$ cat src/rtl/mulseq_pkg.sv
package mulseq_pkg;
  typedef enum logic [1:0] {
    OP_U8  = 2'b00,
    OP_S8  = 2'b01,
    OP_U16 = 2'b10,
    OP_S16 = 2'b11
  } mul_op_e;

  typedef enum logic [1:0] {
    ST_IDLE = 2'd0,
    ST_MUL  = 2'd1,
    ST_FIXB = 2'd2,
    ST_FIXA = 2'd3
  } seq_st_e;
endpackage

$ cat src/rtl/mulseq_byte_mul.sv
module mulseq_byte_mul #(
  parameter int BW = 8
) (
  input  logic [BW-1:0]   x,
  input  logic [BW-1:0]   y,
  output logic [2*BW-1:0] p
);
  localparam int PW = 2 * BW;

  always_comb begin
    p = PW'(x) * PW'(y);
  end
endmodule

$ cat src/rtl/mulseq_ctrl.sv
module mulseq_ctrl
  import mulseq_pkg::*;
(
  input  logic       clk,
  input  logic       rst,
  input  logic       start,
  input  logic [1:0] op_in,
  output logic       accept,
  output logic       fin,
  output logic       busy,
  output logic       done,
  output seq_st_e    st,
  output logic [1:0] step,
  output mul_op_e    op_q
);
  localparam logic [1:0] LAST_STEP = 2'd3;

  seq_st_e st_nxt;
  logic    last_mul;
  logic    is_wide;
  logic    is_sgn;

  assign is_wide = op_q[1];
  assign is_sgn  = op_q[0];
  assign busy    = (st != ST_IDLE);

  always_comb begin
    accept   = start && (st == ST_IDLE);
    last_mul = is_wide ? (step == LAST_STEP) : (step == 2'd0);
    fin      = ((st == ST_MUL) && last_mul && !is_sgn) || (st == ST_FIXA);
    st_nxt   = st;
    case (st)
      ST_IDLE: if (accept) st_nxt = ST_MUL;
      ST_MUL:  if (last_mul) st_nxt = is_sgn ? ST_FIXB : ST_IDLE;
      ST_FIXB: st_nxt = ST_FIXA;
      ST_FIXA: st_nxt = ST_IDLE;
      default: st_nxt = ST_IDLE;
    endcase
  end

  always_ff @(posedge clk) begin
    if (rst) begin
      st   <= ST_IDLE;
      step <= 2'd0;
      op_q <= OP_U8;
      done <= 1'b0;
    end else begin
      st   <= st_nxt;
      done <= fin;
      if (accept) begin
        step <= 2'd0;
        op_q <= mul_op_e'(op_in);
      end else if ((st == ST_MUL) && !last_mul) begin
        step <= step + 2'd1;
      end
    end
  end


  done_pulse_chk: assert property (@(posedge clk) disable iff (rst)
    done |=> !done);

  busy_done_excl_chk: assert property (@(posedge clk) disable iff (rst)
    !(busy && done));

  accept_busy_chk: assert property (@(posedge clk) disable iff (rst)
    accept |=> (busy && step == 2'd0));

  no_abort_chk: assert property (@(posedge clk) disable iff (rst)
    (busy && !fin) |=> busy);

  op_hold_chk: assert property (@(posedge clk) disable iff (rst)
    (busy && start) |=> $stable(op_q));

  narrow_one_pp_chk: assert property (@(posedge clk) disable iff (rst)
    (st == ST_MUL && !op_q[1]) |-> step == 2'd0);
endmodule

$ cat src/rtl/mulseq_accum.sv
module mulseq_accum
  import mulseq_pkg::*;
#(
  parameter int BW = 8
) (
  input  logic            clk,
  input  logic            rst,
  input  logic            accept,
  input  logic            fin,
  input  seq_st_e         st,
  input  logic [1:0]      step,
  input  mul_op_e         op_q,
  input  logic [2*BW-1:0] a_in,
  input  logic [2*BW-1:0] b_in,
  output logic [4*BW-1:0] result
);
  localparam int OW  = 2 * BW;
  localparam int RW  = 4 * BW;
  localparam int SHW = $clog2(RW);

  logic [OW-1:0]  a_q, b_q;
  logic [RW-1:0]  acc, acc_nxt, pp_ext;
  logic [BW-1:0]  sel_a, sel_b;
  logic [OW-1:0]  pp;
  logic [SHW-1:0] sh;
  logic [OW-1:0]  hi_w;
  logic [BW-1:0]  hi_n;
  logic [OW-1:0]  lo_n;
  logic           wide;

  assign wide = op_q[1];

  always_comb begin
    sel_a = step[1] ? a_q[OW-1:BW] : a_q[BW-1:0];
    sel_b = step[0] ? b_q[OW-1:BW] : b_q[BW-1:0];
    case (step)
      2'd0:    sh = '0;
      2'd3:    sh = SHW'(2 * BW);
      default: sh = SHW'(BW);
    endcase
  end

  mulseq_byte_mul #(.BW(BW)) u_arr (
    .x (sel_a),
    .y (sel_b),
    .p (pp)
  );

  assign pp_ext = RW'(pp) << sh;

  always_comb begin
    acc_nxt = acc;
    hi_w    = '0;
    hi_n    = '0;
    lo_n    = '0;
    case (st)
      ST_MUL: acc_nxt = (step == 2'd0) ? pp_ext : acc + pp_ext;
      ST_FIXB: begin
        if (wide) begin
          hi_w    = acc[RW-1:OW] - (b_q[OW-1] ? a_q : '0);
          acc_nxt = {hi_w, acc[OW-1:0]};
        end else begin
          hi_n    = acc[OW-1:BW] - (b_q[BW-1] ? a_q[BW-1:0] : '0);
          acc_nxt = {acc[RW-1:OW], hi_n, acc[BW-1:0]};
        end
      end
      ST_FIXA: begin
        if (wide) begin
          hi_w    = acc[RW-1:OW] - (a_q[OW-1] ? b_q : '0);
          acc_nxt = {hi_w, acc[OW-1:0]};
        end else begin
          hi_n    = acc[OW-1:BW] - (a_q[BW-1] ? b_q[BW-1:0] : '0);
          lo_n    = {hi_n, acc[BW-1:0]};
          acc_nxt = {{OW{lo_n[OW-1]}}, lo_n};
        end
      end
      default: acc_nxt = acc;
    endcase
  end

  always_ff @(posedge clk) begin
    if (rst) begin
      a_q    <= '0;
      b_q    <= '0;
      acc    <= '0;
      result <= '0;
    end else begin
      if (accept) begin
        a_q <= a_in;
        b_q <= b_in;
      end
      if (st != ST_IDLE) acc <= acc_nxt;
      if (fin) result <= acc_nxt;
    end
  end


  result_hold_chk: assert property (@(posedge clk) disable iff (rst)
    !fin |=> $stable(result));

  operand_hold_chk: assert property (@(posedge clk) disable iff (rst)
    (st != ST_IDLE) |=> ($stable(a_q) && $stable(b_q)));

  u8_upper_zero_chk: assert property (@(posedge clk) disable iff (rst)
    (fin && op_q == OP_U8) |=> result[RW-1:OW] == '0);

  s8_sign_ext_chk: assert property (@(posedge clk) disable iff (rst)
    (fin && op_q == OP_S8) |=> result[RW-1:OW] == {OW{result[OW-1]}});
endmodule

$ cat src/rtl/mulseq_top.sv
module mulseq_top
  import mulseq_pkg::*;
#(
  parameter int BW = 8
) (
  input  logic            clk,
  input  logic            rst,
  input  logic            start,
  input  logic [1:0]      op,
  input  logic [2*BW-1:0] a,
  input  logic [2*BW-1:0] b,
  output logic            busy,
  output logic            done,
  output logic [4*BW-1:0] result
);
  logic       accept;
  logic       fin;
  seq_st_e    st;
  logic [1:0] step;
  mul_op_e    op_q;

  mulseq_ctrl u_ctrl (
    .clk    (clk),
    .rst    (rst),
    .start  (start),
    .op_in  (op),
    .accept (accept),
    .fin    (fin),
    .busy   (busy),
    .done   (done),
    .st     (st),
    .step   (step),
    .op_q   (op_q)
  );

  mulseq_accum #(.BW(BW)) u_acc (
    .clk    (clk),
    .rst    (rst),
    .accept (accept),
    .fin    (fin),
    .st     (st),
    .step   (step),
    .op_q   (op_q),
    .a_in   (a),
    .b_in   (b),
    .result (result)
  );


  reset_state_chk: assert property (@(posedge clk)
    rst |=> (!busy && !done && result == '0));
endmodule

$ cat config.mk
export PLATFORM = sky130hd
export DESIGN_NAME = mulseq_top
export DESIGN_NICKNAME = d
export VERILOG_FILES = /design/src/rtl/mulseq_pkg.sv /design/src/rtl/mulseq_byte_mul.sv /design/src/rtl/mulseq_ctrl.sv /design/src/rtl/mulseq_accum.sv /design/src/rtl/mulseq_top.sv
export SDC_FILE = /design/constraint.sdc
export NUM_CORES = 1
export LEC_CHECK = 0
export BUFFER_PORTS_ARGS = -buffer_cell sky130_fd_sc_hd__buf_2
export CAP_MARGIN = 20
export CELL_PAD_IN_SITES_DETAIL_PLACEMENT = 0
export CELL_PAD_IN_SITES_GLOBAL_PLACEMENT = 1
export CORE_UTILIZATION = 40
export DETAILED_ROUTE_END_ITERATION = 8
export GPL_ROUTABILITY_DRIVEN = 0
export PLACE_DENSITY = 0.82
export SLEW_MARGIN = 20
export SYNTH_ARGS = -nofsm -noshare
export SYNTH_HDL_FRONTEND = slang
export SYNTH_SLANG_ARGS = --single-unit
$ cat constraint.sdc
create_clock -name clk -period 10.42 [get_ports clk]
set_input_delay 1.042 -clock clk [delete_from_list [all_inputs] [get_ports clk]]
set_output_delay 1.042 -clock clk [all_outputs]
set_load 0.1 [all_outputs]
==> run_results.csv <==
group,metric,value,unit
status,run_status,"finished clean",
placement,dp_hpwl,29050,µm
route,wl_met1,16760,µm
min_path,worstHoldPathCells,2,
clock_network,insertion_delay,380,ps
clock_network,clockBufferDepth,2,
timing,hold_viol,0,
global_routing,grt_pass1_vias,10340,
route,wirelength,37150,µm
synthesis,avgSynthCellArea,7.428,µm²
timing,tns,0,ps
finish,syn_to_final_growth,7.725,%
global_routing,gr-total-overflow,0,
route,drt-pass1-iter-count,6,
worst_setup_path,critPathMaxFanout,11,
worst_setup_path,crit_top_cell,"fa_1",
timing,relSlewSlack,34.06,%
synthesis,ys_top_cells_by_area,"dfxtp_1 (19%), ha_1 (12%), fa_1 (7.4%)",
finish,num_antenna_cells,0,
synthesis,synth_compound_area_share,24.60,%
worst_setup_path,cp_slowest_cell,"mux2i_1",
synthesis,yosys.area_share.xor_xnor,5.460,%
clock_network,postCtsSetupBuffers,0,
synthesis,ys_seq_area_share,18.67,%
worst_setup_path,reg2reg_depth,28,
die,die-area,28280,µm²
worst_setup_path,reg2reg_to,"u_acc.acc[30]$_SDFFE_PP0P_",
finish,fin_nets,1689,
synthesis,synthesis.nets,1674,
route,wl_per_cell,20.10,µm
synthesis,synth_adder_area_share,20.07,%
timing,whs,464.9,ps
global_routing,track_usage,26.64,%
clock_network,cts_tree,"done",
power_and_ir_drop,ir_worst_vdd,0.07972,mV
synthesis,yosys.area.top_type,"dfxtp_1",
timing,maxSlewViolCount,0,
timing,rsz0062_at_grt,"no",
synthesis,syn-instance-count,1487,
synthesis,synth_area,11050,µm²
global_routing,antenna_found_initial,0,
clock_network,clkTransAtPathRegs,80,ps
timing,finalSetupViolCount,0,
die,ios,71,
synthesis,synth-edff-count,0,
finish,drive_above_1_share,9.688,%
die,die_y,168.2,µm
global_routing,grt_max_degree,54,
timing,fin_skew,11.72,ps
worst_setup_path,crit_arrival,8660,ps
synthesis,synth_top_area_share,18.67,%
die,die_width,168.2,µm
clock_network,cts_resized,0,
worst_setup_path,r2r_setup_slack,2050,ps
synthesis,synth-simple-area-share,21.91,%
timing,min_period,8365,ps
timing,tightest_slew,985.5,ps
worst_setup_path,cp-startpoint,"u_ctrl.step[1]$_SDFFE_PP0P_",
die,initial_core_util,40.87,%
synthesis,synth-async-reset-ratio,0,%
synthesis,synth_ff_type,"dfxtp_1",
worst_setup_path,cp-start-kind,"flip-flop",
worst_setup_path,slowest_delay,670,ps
synthesis,synthMuxAreaShare,3.693,%
placement,port_buffers,70,
power_and_ir_drop,p_leak,5.113,nW
global_routing,grt_pass1_wl,58220,µm
die,rows,60,
min_path,min_path_type,"flip-flop to flip-flop",
clock_network,cts_root_buf,"clkbuf_16",
route,vias,10900,
route,drc,0,
clock_network,cts.sinks,103,
worst_setup_path,crit_path_end,"u_acc.acc[30]$_SDFFE_PP0P_",
clock_network,cts_made_buffers,9,
clock_network,cts_max_level,3,
route,drtAntennaViolNets,0,
power_and_ir_drop,power_density,107.8,nW/µm²
route,viasPerCell,5.897,
timing,fmax,119.5,MHz
route,highest_layer,"met4",
route,first_iter_violations,920,
synthesis,ys_types,87,
synthesis,ys_warn_count,0,
synthesis,synth.ff_latch_count,103,
die,core,27030,µm²
worst_setup_path,reg2reg_from,"u_ctrl.step[1]$_SDFFE_PP0P_",
worst_setup_path,path_class,"flip-flop to flip-flop",
route,wl_met2,15930,µm
clock_network,postCtsHoldBufs,0,
worst_setup_path,worstPathRequired,10710,ps
route,wl_met3,2483,µm
synthesis,synth_top_family_by_area,"compound AO/OA/AOI/OAI gates",
flow_run,cap_violations,0,
worst_setup_path,crit_path_end_kind,"flip-flop",
timing,post-route-period-util,80.28,%
## worst min path at each step
| stage | startpoint | to | slack (ps) |
|---|---|---|---|
| after global placement | u_acc.result[9]$_SDFFE_PP0P_ | u_acc.result[9]$_SDFFE_PP0P_ | 440 |
| final | u_acc.result[9]$_SDFFE_PP0P_ | u_acc.result[9]$_SDFFE_PP0P_ | 460 |
| after floorplan | u_acc.a_q[10]$_SDFFE_PP0P_ | u_acc.a_q[10]$_SDFFE_PP0P_ | 450 |
| after CTS | u_acc.result[9]$_SDFFE_PP0P_ | u_acc.result[9]$_SDFFE_PP0P_ | 470 |
| after detailed placement | u_acc.result[9]$_SDFFE_PP0P_ | u_acc.result[9]$_SDFFE_PP0P_ | 450 |
| after global routing | u_acc.result[19]$_SDFFE_PP0P_ | u_acc.result[19]$_SDFFE_PP0P_ | 490 |
## worst max-delay path: cells and delay by family (launching register included)
kind	cells	cell delay, ps
compound gates	11	2650
xor+xnor	1	110
fa+ha+maj	6	2760
buf+inv	3	150
flops	1	660
mux	2	1020
simple gates	5	950
## power breakdown
group          internal, mW  switching [mW]  leakage, nW
registers             0.419          0.0419        0.842
clock network         0.173           0.186        0.137
logic                 0.161           0.302         4.13
total                 0.752           0.530         5.11
## sequential cells by signal (all words and copies together), names as in the netlist, named ones only
signal and count:
u_ctrl.op_q 2, u_acc.a_q 16, u_ctrl.done 1, u_ctrl.st 1, u_acc.result 32, u_acc.acc 32
u_acc.b_q 16, u_ctrl.step 2
## area by class of cell
type                       count  area (µm²)
timing repair buffer          80       425.4
sequential                   103        2062
inverter                      84       315.3
tap                          341       426.7
clock buffer                  10       239.0
clock inverter                 6       52.55
multi-input combinational   1224        8378
fill                        2811       15130
## placed cells by master (no fill, tap or decap), types with 5 or more instances in the layout
cell,Yosys,routed
nand2_1,203,202
nor2_1,175,173
a21oi_1,153,153
ha_1,109,109
dfxtp_1,103,103
inv_1,82,82
o21ai_0,78,78
buf_2,5,70
xnor2_1,44,44
fa_1,41,41
nor3_1,35,35
mux2i_1,34,34
xor2_1,23,23
nand3_1,23,23
a21o_1,22,22
o21a_1,20,20
or2_2,19,19
a211oi_1,17,17
o21bai_1,15,15
nor2b_1,15,15
nand2b_1,14,14
and2_1,15,14
or3_1,11,11
buf_4,0,10
a31oi_1,9,9
clkbuf_16,0,9
o211ai_1,8,8
nand4_1,8,8
o22ai_1,7,7
a22o_1,7,7
o31ai_1,7,7
mux2_2,6,6
o2111ai_1,6,6
a221o_1,6,6
nor3b_1,5,5
## stage by stage
step           instances  power (mW)  worst slack [ps]  area, µm²  util [%]
6_report            1848       1.283              2055      11900     44.03
5_1_grt             1848       1.345              1663      11900     44.03
4_1_cts             1848       1.278              2161      11900     44.01
3_5_place_dp        1832      0.9220              2196      11600     42.94
3_3_place_gp        1832      0.9161              2398      11600     42.93
2_1_floorplan       1487      0.8065              2924      11050         -
## routing by layer
| metal | up-vias | track usage (%) |
|---|---|---|
| li1 | 5231 | - |
| met1 | 5128 | 36.53 |
| met2 | 450 | 40.83 |
| met3 | 88 | 3.456 |
| met4 | 0 | 13.91 |
| met5 | - | 0 |
## synth_stat cells (20+ instances only)
cell type,number
nand2_1,203
nor2_1,175
a21oi_1,153
ha_1,109
dfxtp_1,103
inv_1,82
o21ai_0,78
clkbuf_1,63
xnor2_1,44
fa_1,41
nor3_1,35
mux2i_1,34
nand3_1,23
xor2_1,23
a21o_1,22
o21a_1,20
## cell families after synthesis
group / Yosys count
xor gates and xnor gates: 68
AOI/OAI and AO/OA: 421
buffers and inverters: 160
and+or+nand+nor: 542
adders and majority gates: 153
DFF: 103
muxes: 40
Note: power is estimated with default switching activity, not from simulation.
